`config.mk`:
```
export PLATFORM = sky130hd
export DESIGN_NAME = cwf_line_fill
export DESIGN_NICKNAME = d
export VERILOG_FILES = /design/src/rtl/cwf_fill_pkg.sv /design/src/rtl/cwf_fill_ctrl.sv /design/src/rtl/cwf_line_buf.sv /design/src/rtl/cwf_restart_fwd.sv /design/src/rtl/cwf_line_fill.sv
export SDC_FILE = /design/constraint.sdc
export NUM_CORES = 1
export LEC_CHECK = 0
export BUFFER_PORTS_ARGS = -buffer_cell sky130_fd_sc_hd__buf_4
export CORE_AREA = 8 8 280 282
export DETAILED_ROUTE_END_ITERATION = 12
export DIE_AREA = 0 0 288 290
export PLACE_DENSITY_LB_ADDON = 0.15
export SETUP_SLACK_MARGIN = 0.02
export SYNTH_ARGS = -nofsm -noshare
export SYNTH_HDL_FRONTEND = slang
export SYNTH_SLANG_ARGS = --single-unit
export TNS_END_PERCENT = 30
```
`constraint.sdc`:
```
create_clock -name clk -period 2.7 [get_ports clk]
set_clock_uncertainty 0.2 [all_clocks]
set_input_delay 0.54 -clock clk [delete_from_list [all_inputs] [get_ports clk]]
set_output_delay 0.54 -clock clk [all_outputs]
set_load 0.02 [all_outputs]
```
`src/rtl/cwf_fill_pkg.sv`:
```
package cwf_fill_pkg;

   typedef enum logic [1:0] {
      FS_IDLE   = 2'd0,
      FS_REQ    = 2'd1,
      FS_FILL   = 2'd2,
      FS_COMMIT = 2'd3
   } fill_state_e;

   function automatic bit is_pow2(input int v);
      return (v > 0) && ((v & (v - 1)) == 0);
   endfunction

endpackage

```
`src/rtl/cwf_fill_ctrl.sv`:
```
module cwf_fill_ctrl
   import cwf_fill_pkg::*;
#(
   parameter int ADDR_W      = 32,
   parameter int CHUNKS      = 8,
   parameter int CHUNK_OFF_W = 3,
   parameter int IDX_W       = 3,
   parameter int LADDR_W     = 26
) (
   input  logic               clk,
   input  logic               rst_n,
   input  logic               miss_valid,
   input  logic [ADDR_W-1:0]  miss_addr,
   output logic               miss_ready,
   output logic               mem_req_valid,
   input  logic               mem_req_ready,
   output logic [LADDR_W-1:0] mem_req_line_addr,
   output logic [IDX_W-1:0]   mem_req_first,
   input  logic               mem_rsp_valid,
   output logic               beat_take,
   output logic               beat_is_first,
   output logic [IDX_W-1:0]   beat_idx,
   output logic               commit_en,
   output logic [LADDR_W-1:0] commit_line_addr
);

   localparam int LINE_OFF_W = CHUNK_OFF_W + IDX_W;
   localparam logic [IDX_W-1:0] LAST_BEAT = IDX_W'(CHUNKS - 1);

   fill_state_e        state_q, state_d;
   logic [LADDR_W-1:0] line_q;
   logic [IDX_W-1:0]   first_q;
   logic [IDX_W-1:0]   cnt_q;
   logic               miss_take;
   logic               last_beat;
   logic               unused_byte_sel;

   assign unused_byte_sel = ^miss_addr[CHUNK_OFF_W-1:0];

   assign miss_ready    = (state_q == FS_IDLE);
   assign miss_take     = miss_ready && miss_valid;
   assign mem_req_valid = (state_q == FS_REQ);
   assign beat_take     = (state_q == FS_FILL) && mem_rsp_valid;
   assign beat_is_first = beat_take && (cnt_q == '0);
   assign last_beat     = (cnt_q == LAST_BEAT);
   assign commit_en     = (state_q == FS_COMMIT);

   // slot index wraps naturally because CHUNKS is a power of two
   assign beat_idx = first_q + cnt_q;

   assign mem_req_line_addr = line_q;
   assign mem_req_first     = first_q;
   assign commit_line_addr  = line_q;

   always_comb begin
      state_d = state_q;
      unique case (state_q)
         FS_IDLE:   if (miss_valid)              state_d = FS_REQ;
         FS_REQ:    if (mem_req_ready)           state_d = FS_FILL;
         FS_FILL:   if (beat_take && last_beat)  state_d = FS_COMMIT;
         FS_COMMIT:                              state_d = FS_IDLE;
         default:                                state_d = FS_IDLE;
      endcase
   end

   always_ff @(posedge clk) begin
      if (!rst_n) begin
         state_q <= FS_IDLE;
         line_q  <= '0;
         first_q <= '0;
         cnt_q   <= '0;
      end else begin
         state_q <= state_d;
         if (miss_take) begin
            line_q  <= miss_addr[ADDR_W-1:LINE_OFF_W];
            first_q <= miss_addr[LINE_OFF_W-1:CHUNK_OFF_W];
         end
         if (state_q == FS_REQ)
            cnt_q <= '0;
         else if (beat_take)
            cnt_q <= cnt_q + 1'b1;
      end
   end

endmodule

```
`src/rtl/cwf_line_buf.sv`:
```
module cwf_line_buf #(
   parameter int CHUNK_W = 64,
   parameter int CHUNKS  = 8,
   parameter int IDX_W   = 3
) (
   input  logic                      clk,
   input  logic                      rst_n,
   input  logic                      wr_en,
   input  logic [IDX_W-1:0]          wr_idx,
   input  logic [CHUNK_W-1:0]        wr_data,
   output logic [CHUNK_W*CHUNKS-1:0] line
);

   for (genvar i = 0; i < CHUNKS; i++) begin : g_slot
      logic [CHUNK_W-1:0] slot_q;
      logic               hit;

      assign hit = wr_en && (wr_idx == IDX_W'(i));

      always_ff @(posedge clk) begin
         if (!rst_n)
            slot_q <= '0;
         else if (hit)
            slot_q <= wr_data;
      end

      assign line[i*CHUNK_W +: CHUNK_W] = slot_q;
   end

endmodule

```
`src/rtl/cwf_restart_fwd.sv`:
```
module cwf_restart_fwd #(
   parameter int CHUNK_W     = 64,
   parameter int RESTART_LAT = 0
) (
   input  logic               clk,
   input  logic               rst_n,
   input  logic               first_beat,
   input  logic [CHUNK_W-1:0] beat_data,
   output logic               restart_valid,
   output logic [CHUNK_W-1:0] restart_data
);

   if (RESTART_LAT == 0) begin : g_bypass
      logic unused_clk;
      assign unused_clk    = clk ^ rst_n;
      assign restart_valid = first_beat;
      assign restart_data  = beat_data;
   end else begin : g_staged
      logic               v_q;
      logic [CHUNK_W-1:0] d_q;
      always_ff @(posedge clk) begin
         if (!rst_n) begin
            v_q <= 1'b0;
            d_q <= '0;
         end else begin
            v_q <= first_beat;
            if (first_beat) d_q <= beat_data;
         end
      end
      assign restart_valid = v_q;
      assign restart_data  = d_q;
   end

endmodule

```
`src/rtl/cwf_line_fill.sv`:
```
module cwf_line_fill
   import cwf_fill_pkg::*;
#(
   parameter int ADDR_W      = 32,
   parameter int CHUNK_W     = 64,
   parameter int CHUNKS      = 8,
   parameter int RESTART_LAT = 0,
   localparam int CHUNK_OFF_W = $clog2(CHUNK_W / 8),
   localparam int IDX_W       = $clog2(CHUNKS),
   localparam int LINE_OFF_W  = CHUNK_OFF_W + IDX_W,
   localparam int LADDR_W     = ADDR_W - LINE_OFF_W,
   localparam int LINE_W      = CHUNK_W * CHUNKS
) (
   input  logic               clk,
   input  logic               rst_n,
   input  logic               miss_valid,
   input  logic [ADDR_W-1:0]  miss_addr,
   output logic               miss_ready,
   output logic               mem_req_valid,
   input  logic               mem_req_ready,
   output logic [LADDR_W-1:0] mem_req_line_addr,
   output logic [IDX_W-1:0]   mem_req_first,
   input  logic               mem_rsp_valid,
   input  logic [CHUNK_W-1:0] mem_rsp_data,
   output logic               restart_valid,
   output logic [CHUNK_W-1:0] restart_data,
   output logic               arr_wr_en,
   output logic [LADDR_W-1:0] arr_wr_addr,
   output logic [LINE_W-1:0]  arr_wr_line
);

   if (!is_pow2(CHUNK_W) || CHUNK_W < 8) begin : g_bad_chunk
      $error("chunk width must be a power of two of at least 8 bits");
   end
   if (!is_pow2(CHUNKS) || CHUNKS < 2) begin : g_bad_count
      $error("chunk count must be a power of two of at least 2");
   end
   if (LADDR_W < 1) begin : g_bad_addr
      $error("address too narrow for one line");
   end
   if (RESTART_LAT != 0 && RESTART_LAT != 1) begin : g_bad_lat
      $error("restart latency must be 0 or 1");
   end

   logic             beat_take;
   logic             beat_is_first;
   logic [IDX_W-1:0] beat_idx;

   cwf_fill_ctrl #(
      .ADDR_W      (ADDR_W),
      .CHUNKS      (CHUNKS),
      .CHUNK_OFF_W (CHUNK_OFF_W),
      .IDX_W       (IDX_W),
      .LADDR_W     (LADDR_W)
   ) u_ctrl (
      .clk               (clk),
      .rst_n             (rst_n),
      .miss_valid        (miss_valid),
      .miss_addr         (miss_addr),
      .miss_ready        (miss_ready),
      .mem_req_valid     (mem_req_valid),
      .mem_req_ready     (mem_req_ready),
      .mem_req_line_addr (mem_req_line_addr),
      .mem_req_first     (mem_req_first),
      .mem_rsp_valid     (mem_rsp_valid),
      .beat_take         (beat_take),
      .beat_is_first     (beat_is_first),
      .beat_idx          (beat_idx),
      .commit_en         (arr_wr_en),
      .commit_line_addr  (arr_wr_addr)
   );

   cwf_line_buf #(
      .CHUNK_W (CHUNK_W),
      .CHUNKS  (CHUNKS),
      .IDX_W   (IDX_W)
   ) u_buf (
      .clk     (clk),
      .rst_n   (rst_n),
      .wr_en   (beat_take),
      .wr_idx  (beat_idx),
      .wr_data (mem_rsp_data),
      .line    (arr_wr_line)
   );

   cwf_restart_fwd #(
      .CHUNK_W     (CHUNK_W),
      .RESTART_LAT (RESTART_LAT)
   ) u_fwd (
      .clk           (clk),
      .rst_n         (rst_n),
      .first_beat    (beat_is_first),
      .beat_data     (mem_rsp_data),
      .restart_valid (restart_valid),
      .restart_data  (restart_data)
   );

endmodule

```
==> results by group, run 1 <==
Timing
  – Crit share post-route: 94.6%
  – Hold Violations, Final: 0
  – Worst setup margin: 0.147 ns
  – TNS Setup: 0 ns
  – RSZ-0062 raised after global routing: false
  – Max Slew Vio Count: 0
  – Worst-Margin Slew: 0.536 ns
  – Fmax: around 390 MHz
  – Final setup viols: 0
  – Tmin final: 2.55 ns
  – Relative slew margins: approximately 64%

Synth
  – Area share of the largest cell type after synthesis: 50.2%
  – Top post-synthesis cells by area: dfxtp_1 (50%), a21oi_1 (13%), nand3_1 (12%)
  – Seq/Total Area, Yosys: between 50 and 60%
  – Post-Syn Nets: ~2,800
  – Flops & latches, synth: 546
  – Synthesized instance count: approximately 2,700
  – Unique masters post-synth: 32
  – Syn_area_per_cell: around 8.2 sq um
  – Yosys warnings: 0
  – Yosys top cell by area: dfxtp_1
  – Mapped cell area: 0.0218 sq mm

Min path
  – Worst Hold Launch: mem_rsp_data[4]
  – Hold Path Class: in -> reg
  – Hold Path End: u_buf.g_slot[6].slot_q[4]
  – Hold path depth: 3

Placement
  – Dpl hpwl: 64,600 microns
  – Dpl cells: 4,033
  – Place WS: ~0.050 ns
  – Routability cong.: ~0.8
  – PortBufs: 732
  – DP Area: 0.0277 sq mm

Critical path
  – Setup Crit Path Kind: reg -> reg
  – Reg-to-Reg End: u_buf.g_slot[6].slot_q[43]
  – Worst reg-to-reg setup slack: about 0.15 ns
  – CP Capture Type: flip-flop
  – CP cell instances: ha_1 > inv_1 > fa_2 > nor4bb_4 > buf_4 > buf_12 > nand3_1 > a21oi_1
  – CP max stage delay: 0.52 ns
  – Worst Path Arrival: 2.88 ns
  – Worst-case reg-to-reg path depth: 8
  – RR Startpoint: u_ctrl.mem_req_first[0]
  – Required time worst endpoint: 3.02 ns
  – Startpoint class of the critical path: flip-flop
  – Slowest CP cell: fa_2
  – CP max FO: 26

Power
  – Power per cell area: 682 mW/mm^2
  – Maximum VDD drop: roughly 0.00047 V
  – Leak Pwr: 11.5 nW

Layout
  – Non-filler cells, final: 4,171
  – Design area: ~0.030 sq mm
  – Syn-to-layout area delta: 37.8%
  – Fillers: 7,417
  – Final nets: between 3,000 and 4,000
  – Share of layout cells above drive strength 1: slightly below 30%
  – # diodes: 0

Clocking
  – Root Buffer: clkbuf_16
  – # H-tree levels: 2
  – Latest clock arrival within the worst-skew pair: roughly 0.60 ns
  – TritonCTS clock tree: yes
  – Max clock buf depth: 3
  – Num CTS Buffers: 60
  – Worst-path clk slew: 0.06 ns
  – CTS Sinks: about 550

Routing
  – Avg WL per Cell: 23.2 microns
  – Remaining DRCs: 0
  – DR iter-0 viols: 2,135
  – Final WL: 96,700 microns
  – DR vias: 22,213
  – DR vias/cell: 5.33
  – Number of routed nets with antenna violations: 0
  – Pre-antenna DRT Iters: 6

Floorplan
  – Row cnt: 100
  – Core Box Area: about 0.074 sq mm
  – Die width: roughly 290 microns
  – Die area: 0.0835 sq mm
  – Die Y: between 200 and 300 microns
  – Number of top-level pins: 736
  – Initial Utilization: 29.5%

Global routing
  – Total grt overflow: 0
  – Largest net degree at the start of global routing: roughly 130
  – Total track usage: about a fifth
  – Wire length of the first global-routing pass: 141,000 microns
  – Number of global-route vias before repair: 21,422
  – Antenna violations before repair: 1

Job
  – Max Cap Violations: 0

Run status
  – Status: finished, final reports clean
## repair_timing
item	CTS	global route
hold endpoints to repair	29	0
setup buffers	1	1
gates resized for setup	2	5
gates cloned	0	2
setup endpoints to repair	1	170
pin swaps	0	1
hold buffers	29	0
## routing by layer
metal / up-vias / GRT usage, % / part of all wire [%] / routed length, microns
li1: 10257 / - / - / -
met1: 10892 / 25.5 / 39 / 37300
met2: 903 / 36.4 / 50 / 48000
met3: 161 / 5.14 / 8.1 / 7790
met4: 0 / 7.95 / 3.7 / 3530
met5: - / 0 / 0 / 0
## cell usage in the layout (no fill, tap or decap), types with 2 or more instances in the layout
master	Yosys	layout
dfxtp_1	546	546
clkbuf_1	237	14
nand4_1	2	2
bufinv_16	0	3
ha_1	8	7
nor3b_1	2	2
clkinv_2	0	10
o21ai_1	59	59
nand3_1	514	514
a21oi_1	544	544
inv_1	7	6
nand2b_1	3	3
o21ai_0	453	453
buf_4	92	794
nand4b_1	2	2
dlygate4sd3_1	0	29
nand2_1	62	62
buf_12	0	55
inv_6	0	2
clkbuf_8	0	15
clkbuf_16	0	62
and4b_4	0	2
## synth_stat cells
cell / instances
nor2_1: 1
xnor3_2: 1
dfxtp_1: 546
a31o_2: 1
inv_1: 7
buf_6: 38
buf_2: 50
buf_1: 19
xor3_2: 1
nand2b_1: 3
clkbuf_1: 237
nor4bb_1: 1
nand4b_1: 2
and4_1: 1
nor3b_1: 2
nand3_1: 514
buf_4: 92
a21oi_1: 544
o21ai_1: 59
and4b_1: 2
ha_1: 8
o21ai_0: 453
clkbuf_2: 10
a31oi_1: 1
a21bo_2: 1
and2_1: 1
fa_1: 1
nor3_1: 1
nand4_1: 2
xnor2_1: 1
nand2_1: 62
nand4bb_1: 1
## layout make-up
class                           instances  area (sq um)  area share, %
Multi-Input combinational cell       1664          8480           28.3
Clock inverter                         15           158          0.526
Timing Repair Buffer                  880          7390           24.6
Tap cell                              969          1210           4.04
Sequential cell                       546         10900           36.4
Inverter                                7          33.8          0.113
Clock buffer                           90          1790           5.95
## power breakdown
| group | internal (mW) | switching [mW] |
|---|---|---|
| Clock | 4.80 | 3.36 |
| Sequential | 8.28 | 0.162 |
| Combinational | 1.25 | 2.59 |
| Total | 14.3 | 6.11 |
## worst max path at each step
stage	end	from	cells after the start	slack, ns
finish	u_buf.g_slot[6].slot_q[43]	u_ctrl.mem_req_first[0]	8	0.15
global route	u_buf.g_slot[2].slot_q[23]	u_ctrl.mem_req_first[0]	7	0.05
CTS	u_buf.g_slot[4].slot_q[57]	u_ctrl.cnt_q[0]	7	0.05
detailed placement	u_buf.g_slot[4].slot_q[57]	u_ctrl.mem_req_first[0]	7	0.05
global placement	u_buf.g_slot[0].slot_q[46]	u_ctrl.mem_req_first[0]	7	0.11
floorplan	u_buf.g_slot[3].slot_q[43]	u_ctrl.mem_req_first[0]	8	0.28
## cells by family (layout without fill, tap and decap cells)
family,Yosys count,in the layout,share of synthesized area [%]
XOR/XNOR,3,3,0.264
flip-flops,546,546,50.2
AND/OR/NAND/NOR,593,593,13.5
adder cells (fa/ha/maj),9,9,0.552
buffers and inverters,453,992,11.1
AO/OA/AOI/OAI,1059,1059,24.4
## stage by stage
stage | hold WS, ns | util [%] | power [mW]
CTS | 0.000436 | 40.6 | 20.6
detailed placement | 0.267 | 37.5 | 12.4
global placement | 0.261 | 37.5 | 12.4
finish | 0.0437 | 40.6 | 20.4
floorplan | 0.253 | - | 10.9
global route | 0.0287 | 40.6 | 21.3
## worst max-delay path, delay by kind of cell, from the launching register on
kind | cells | cell delay [ns]
flip-flops | 1 | 0.33
AO/OA/AOI/OAI | 1 | 0.16
AND/OR/NAND/NOR | 2 | 0.48
adder cells (fa/ha/maj) | 2 | 0.72
buffers and inverters | 3 | 0.56
## sequential cells by signal (all words and copies together), names as in the netlist
register,flops
u_buf.g_slot.slot_q,512
u_ctrl.mem_req_first,3
u_ctrl.cnt_q,3
u_ctrl.commit_line_addr,26
u_ctrl.state_q,2
Power figures use the tool's default switching activity.
==> run 2: changes to the inputs <==
- RECOVER_POWER: unset -> 100
==> run 2 against run 1 <==
Against the previous run: fmax decreased by 1.9%; non-clock buffer count unchanged; design area decreased by 8.4%; clock-buffer cell count unchanged; critical endpoint is now u_buf.g_slot[5].slot_q[46].
==> results by group, run 2 (synthesis gave the netlist of run 1 again) <==
Power
  – Int Pwr: 14.0 mW (was 14.3 mW)
  – Sw power: 6.11 mW (about the same)
  – Leak Pwr: 8.77 nW (was 11.5 nW)
  – Clk pwr share: 40.5% (was 39.9%)
  – Switch share: 30.3% (was 29.9%)
  – Total power: 20.1 mW (was 20.4 mW)
  – Maximum VDD drop: 0.000476 V (was 0.000469 V)
  – Power per cell area: 733 mW/mm^2 (was 682 mW/mm^2)
  – Sequential share of power: 41.9% (was 41.3%)
  – Combinational power share: 17.6% (was 18.8%)

Placement
  – Dpl hpwl: 64,600 microns (unchanged)
  – PortBufs: 732 (unchanged)
  – Routability cong.: 0.806 (unchanged)

Critical path
  – CP max stage delay: 0.64 ns (was 0.52 ns)
  – Setup Crit Path Kind: reg -> reg (unchanged)
  – Startpoint class of the critical path: flip-flop (unchanged)
  – Required time worst endpoint: 3.03 ns (was 3.02 ns)
  – Reg-to-Reg End: u_buf.g_slot[5].slot_q[46] (was u_buf.g_slot[6].slot_q[43])
  – RR Startpoint: u_ctrl.cnt_q[0] (was u_ctrl.mem_req_first[0])
  – CP Capture Type: flip-flop (unchanged)
  – Slowest CP cell: fa_2 (unchanged)
  – Worst-case reg-to-reg path depth: 7 (was 8)
  – CP max FO: 48 (was 26)
  – Worst Path Arrival: 2.93 ns (was 2.88 ns)
  – CP cell instances: ha_1 > inv_1 > fa_2 > and4_4 > buf_6 > nand3_1 > a21oi_1 (was ha_1 > inv_1 > fa_2 > nor4bb_4 > buf_4 > buf_12 > nand3_1 > a21oi_1)
  – Delay-heaviest family, CP: adder cells (unchanged)
  – WP buf/inv: 2 (was 3)
  – Critical path depth: 7 (was 8)
  – Worst reg-to-reg setup slack: 0.1 ns (was 0.15 ns)

Run status
  – Status: finished, final reports clean (unchanged)

Timing
  – Max Slew Vio Count: 0 (unchanged)
  – Crit share post-route: 96.4% (was 94.6%)
  – RSZ-0062 raised after global routing: false (unchanged)
  – Final setup viols: 0 (unchanged)
  – Worst-Margin Slew: 1.11 ns (was 0.536 ns)
  – TNS Setup: 0 ns (unchanged)
  – Hold Violations, Final: 0 (unchanged)
  – Relative slew margins: 26.0% (was 64.3%)
  – Tmin final: 2.60 ns (was 2.55 ns)
  – Fmax: 384 MHz (was 392 MHz)

Global routing
  – Total track usage: 21.2% (unchanged)
  – Largest net degree at the start of global routing: 129 (unchanged)
  – Total grt overflow: 0 (unchanged)
  – Number of global-route vias before repair: 21,422 (unchanged)
  – Wire length of the first global-routing pass: 141,000 microns (unchanged)
  – Antenna violations before repair: 1 (unchanged)

Layout
  – # diodes: 0 (unchanged)
  – Commonest cells after routing, fill and taps aside: clkbuf_1 (651), dfxtp_1 (546), a21oi_1 (544) (was buf_4 (794), dfxtp_1 (546), a21oi_1 (544))
  – Share of layout cells above drive strength 1: 9.84% (was 29.8%)
  – Syn-to-layout area delta: 26.3% (was 37.8%)
  – Largest Register: u_buf.g_slot.slot_q (unchanged)
  – Final nets: 3,269 (unchanged)
  – Max reg flops: 512 (unchanged)
  – Commonest non-fill, non-tap cell in the layout: clkbuf_1 (was buf_4)

Routing
  – Final WL: 96,900 microns (was 96,700 microns)
  – Remaining DRCs: 0 (unchanged)
  – DR iter-0 viols: 2,019 (was 2,135)
  – DR vias: 22,227 (was 22,213)
  – DR vias/cell: 5.33 (about the same)
  – Avg WL per Cell: 23.2 microns (about the same)
  – Number of routed nets with antenna violations: 0 (unchanged)
  – Pre-antenna DRT Iters: 6 (unchanged)

Clocking
  – Worst-path clk slew: 0.06 ns (about the same)
  – Latest clock arrival within the worst-skew pair: 0.60 ns (about the same)
  – # H-tree levels: 2 (unchanged)
  – Max clock buf depth: 3 (unchanged)
  – Num CTS Buffers: 60 (unchanged)
  – Root Buffer: clkbuf_16 (unchanged)
  – CTS Sinks: 546 (unchanged)
  – TritonCTS clock tree: yes (unchanged)

Floorplan
  – Row cnt: 100 (unchanged)
  – Core Box Area: 0.0738 sq mm (unchanged)
  – Initial Utilization: 29.5% (unchanged)
  – Die Y: 290 microns (unchanged)
  – Die area: 0.0835 sq mm (unchanged)
  – Die width: 288 microns (unchanged)
  – Number of top-level pins: 736 (unchanged)

Min path
  – Hold path depth: 3 (unchanged)
  – Worst Hold Launch: mem_rsp_data[4] (unchanged)
  – Hold Path End: u_buf.g_slot[6].slot_q[4] (unchanged)
  – Hold Path Class: in -> reg (unchanged)

Job
  – Max Cap Violations: 0 (unchanged)
[run 2: layout make-up]
cell class                 instances  area (sq um)
timing repair buffer             880          4880
inverter                           7          33.8
sequential                       546         10900
clock buffer                      90          1790
clock inverter                    15           158
tap                              969          1210
fill                            8035         46300
multi-input combinational       1664          8480
[run 2: stage by stage]
stage	worst slack (ns)	instances	utilization, %	area (sq um)	hold slack (ns)
after floorplan	0.280	2663	-	21800	0.253
after global placement	0.109	4033	37.5	27700	0.261
after detailed placement	0.0495	4033	37.5	27700	0.267
after CTS	0.0509	4168	40.6	29900	0.000436
after global routing	0.0281	4171	37.2	27500	0.0280
final	0.0969	4171	37.2	27500	0.0450
[run 2: power groups by stage]
stage	logic [mW]	registers, mW	clock network [mW]
after floorplan	2.12	8.82	0
after CTS	3.84	8.44	8.35
after detailed placement	3.77	8.61	0
after global placement	3.75	8.60	0
final	3.54	8.43	8.17
after global routing	3.78	8.46	8.70
[run 2: timing repair]
action                                 CTS  global route
setup endpoints to repair                1           170
hold buffers                            29             0
pin swaps                                0             1
buffers inserted                         1             1
cloned                                   0             2
endpoints found under the hold margin   29             0
gates resized for setup                  2             5
[run 2: worst reg2reg max path, delay by kind of cell, from the launching register on]
kind            cells  cell delay (ns)
simple gates        2             0.53
fa+ha+maj           2             0.80
compound gates      1             0.18
flops               1             0.37
buf+inv             2             0.44
[run 2: per-layer routing]
layer,global-route usage [%],wire length (microns),up-vias
met4,7.95,3750,0
li1,-,-,10245
met5,0,0,-
met2,36.4,47500,902
met1,25.5,37700,10912
met3,5.14,7820,168
[run 2: worst max path at each step]
stage,from,end
6_report,u_ctrl.cnt_q[0],u_buf.g_slot[5].slot_q[46]
5_1_grt,u_ctrl.mem_req_first[0],u_buf.g_slot[6].slot_q[10]
4_1_cts,u_ctrl.cnt_q[0],u_buf.g_slot[4].slot_q[57]
3_5_place_dp,u_ctrl.mem_req_first[0],u_buf.g_slot[4].slot_q[57]
3_3_place_gp,u_ctrl.mem_req_first[0],u_buf.g_slot[0].slot_q[46]
2_1_floorplan,u_ctrl.mem_req_first[0],u_buf.g_slot[3].slot_q[43]
==> run 3: changes to the inputs <==
- REMOVE_ABC_BUFFERS: unset -> 1
==> run 3 against run 2 <==
Against the previous run: core utilization up 0.25 points; total power rose by 0.53%; design area is 0.66% higher; sequential power barely moved; final cell count increased by 0.26%; sequential cell count did not move; critical path type is now reg -> out; critical endpoint is now restart_valid; largest power group unchanged; highest routed layer unchanged.
==> results by group, run 3 (synthesis gave the netlist of run 1 again) <==
Run status
  – Status: finished, final reports clean (unchanged)

Power
  – Leak Pwr: 8.83 nW (was 8.77 nW)
  – Power per cell area: 732 mW/mm^2 (was 733 mW/mm^2)
  – Maximum VDD drop: 0.000538 V (was 0.000476 V)

Clocking
  – Num CTS Buffers: 60 (unchanged)
  – Latest clock arrival within the worst-skew pair: 0.60 ns (about the same)
  – CTS Sinks: 546 (unchanged)
  – Max clock buf depth: 3 (unchanged)
  – Worst-path clk slew: 0.06 ns (about the same)
  – TritonCTS clock tree: yes (unchanged)
  – Root Buffer: clkbuf_16 (unchanged)
  – # H-tree levels: 2 (unchanged)

Critical path
  – CP cell instances: inv_1 > ha_4 > nand2_1 > nor3b_1 > buf_2 (was ha_1 > inv_1 > fa_2 > and4_4 > buf_6 > nand3_1 > a21oi_1)
  – Worst-case reg-to-reg path depth: 8 (was 7)
  – CP max FO: 10 (was 48)
  – CP Capture Type: output port (was flip-flop)
  – Startpoint class of the critical path: flip-flop (unchanged)
  – WP buf/inv: 2 (unchanged)
  – CP max stage delay: 0.34 ns (was 0.64 ns)
  – RR Startpoint: u_ctrl.mem_req_first[0] (was u_ctrl.cnt_q[0])
  – Worst reg-to-reg setup slack: 0.16 ns (was 0.1 ns)
  – Delay-heaviest family, CP: flip-flops (was adder cells)
  – Slowest CP cell: dfxtp_1 (was fa_2)
  – Setup Crit Path Kind: reg -> out (was reg -> reg)
  – Reg-to-Reg End: u_buf.g_slot[4].slot_q[22] (was u_buf.g_slot[5].slot_q[46])
  – Worst Path Arrival: 1.85 ns (was 2.93 ns)
  – Required time worst endpoint: 1.96 ns (was 3.03 ns)

Timing
  – Crit share post-route: 95.9% (was 96.4%)
  – Fmax: 386 MHz (was 384 MHz)
  – TNS Setup: 0 ns (unchanged)
  – Hold Violations, Final: 0 (unchanged)
  – Tmin final: 2.59 ns (was 2.60 ns)
  – Worst-Margin Slew: 1.03 ns (was 1.11 ns)
  – RSZ-0062 raised after global routing: true (was false)
  – Max Slew Vio Count: 0 (unchanged)
  – Relative slew margins: 31.5% (was 26.0%)
  – Final setup viols: 0 (unchanged)
  – Worst setup margin: 0.111 ns (was 0.0969 ns)

Layout
  – Design area: 0.0277 sq mm (was 0.0275 sq mm)
  – Final nets: 3,274 (was 3,269)
  – Register area: 0.0109 sq mm (about the same)
  – Commonest cells after routing, fill and taps aside: clkbuf_1 (657), dfxtp_1 (545), a21oi_1 (544) (was clkbuf_1 (651), dfxtp_1 (546), a21oi_1 (544))
  – Max reg flops: 512 (unchanged)
  – Multi-input gate area: 0.00848 sq mm (about the same)
  – Largest Register: u_buf.g_slot.slot_q (unchanged)
  – Fillers: 7,946 (was 8,035)
  – # diodes: 0 (unchanged)
  – Syn-to-layout area delta: 27.1% (was 26.3%)
  – Share of layout cells above drive strength 1: 9.62% (was 9.84%)
  – Commonest non-fill, non-tap cell in the layout: clkbuf_1 (unchanged)

Global routing
  – Total track usage: 20.2% (was 21.2%)
  – Number of global-route vias before repair: 21,178 (was 21,422)
  – Largest net degree at the start of global routing: 105 (was 129)
  – Wire length of the first global-routing pass: 135,000 microns (was 141,000 microns)
  – Total grt overflow: 0 (unchanged)
  – Antenna violations before repair: 0 (was 1)

Floorplan
  – Core Box Area: 0.0738 sq mm (unchanged)
  – Initial Utilization: 29.5% (unchanged)
  – Die width: 288 microns (unchanged)
  – Die Y: 290 microns (unchanged)
  – Row cnt: 100 (unchanged)
  – Die area: 0.0835 sq mm (unchanged)
  – Number of top-level pins: 736 (unchanged)

Routing
  – Number of routed nets with antenna violations: 0 (unchanged)
  – Remaining DRCs: 0 (unchanged)
  – DR vias/cell: 5.25 (was 5.33)
  – Final WL: 91,200 microns (was 96,900 microns)
  – Pre-antenna DRT Iters: 5 (was 6)
  – DR vias: 21,956 (was 22,227)
  – Avg WL per Cell: 21.8 microns (was 23.2 microns)
  – DR iter-0 viols: 1,759 (was 2,019)

Placement
  – Place WS: 0.0254 ns (was 0.0495 ns)
  – DP Area: 0.0276 sq mm (was 0.0277 sq mm)
  – PortBufs: 732 (unchanged)
  – Dpl hpwl: 61,500 microns (was 64,600 microns)
  – Routability cong.: 0.783 (was 0.806)

Min path
  – Hold Path End: u_buf.g_slot[1].slot_q[53] (was u_buf.g_slot[6].slot_q[4])
  – Hold Path Class: in -> reg (unchanged)
  – Worst Hold Launch: mem_rsp_data[53] (was mem_rsp_data[4])
  – Hold path depth: 3 (unchanged)

Job
  – Max Cap Violations: 0 (unchanged)
run 3: power by group:
part           internal, mW  total (mW)  leakage, nW  switching [mW]
Clock                  4.92        8.32        0.983            3.39
Combinational         0.957        3.49         3.45            2.53
Sequential             8.28        8.45         4.40           0.166
Total                  14.2        20.2         8.83            6.09
run 3: worst max path at each step:
stage                     slack (ns)                    start  cells past startpoint                    endpoint
after global routing            0.01          u_ctrl.cnt_q[0]                      8  u_buf.g_slot[5].slot_q[11]
after detailed placement        0.03  u_ctrl.mem_req_first[0]                      7  u_buf.g_slot[5].slot_q[37]
final                           0.11        u_ctrl.state_q[0]                      5               restart_valid
after CTS                       0.01  u_ctrl.mem_req_first[0]                      7  u_buf.g_slot[5].slot_q[37]
after floorplan                -8.39  u_ctrl.mem_req_first[0]                      6   u_buf.g_slot[2].slot_q[0]
after global placement          0.07  u_ctrl.mem_req_first[0]                      7   u_buf.g_slot[1].slot_q[2]
run 3: area by class of cell:
cell class | count | area share (%)
inverters | 7 | 0.122
repair buffers | 885 | 18.1
flip-flops and latches | 546 | 39.5
multi-input cells | 1664 | 30.7
clock buffers | 95 | 6.49
clock inverters | 16 | 0.719
well taps | 969 | 4.38
run 3: through the flow:
stage | power [mW] | cells | hold WS [ns] | util, %
final | 20.2 | 4182 | 0.0439 | 37.5
after global routing | 21.1 | 4182 | 0.0143 | 37.5
after CTS | 20.8 | 4176 | 0.000281 | 40.7
after detailed placement | 12.3 | 4023 | 0.267 | 37.4
after global placement | 12.3 | 4023 | 0.261 | 37.4
after floorplan | 10.2 | 2217 | 0.253 | -
run 3: metal layers:
metal | part of all wire, % | global-route usage, % | up-vias
met4 | 3.2 | 6.70 | 0
li1 | - | - | 10268
met1 | 39 | 23.5 | 10673
met5 | 0 | 0 | -
met3 | 8.1 | 5.51 | 127
met2 | 50 | 35.5 | 888
run 3: worst register-to-register path: cells and delay by family (launching register included):
family	cells	cell delay (ns)
flops	1	0.35
compound gates	1	0.15
fa+ha+maj	2	0.83
buf+inv	3	0.53
simple gates	2	0.41
run 3: what timing repair did:
| action | CTS | global route |
|---|---|---|
| pin swaps | 0 | 3 |
| setup buffers | 0 | 4 |
| setup endpoints to repair | 2 | 377 |
| resized for setup | 2 | 17 |
| hold buffers | 42 | 0 |
| hold endpoints to repair | 86 | 0 |
| cloned | 0 | 2 |
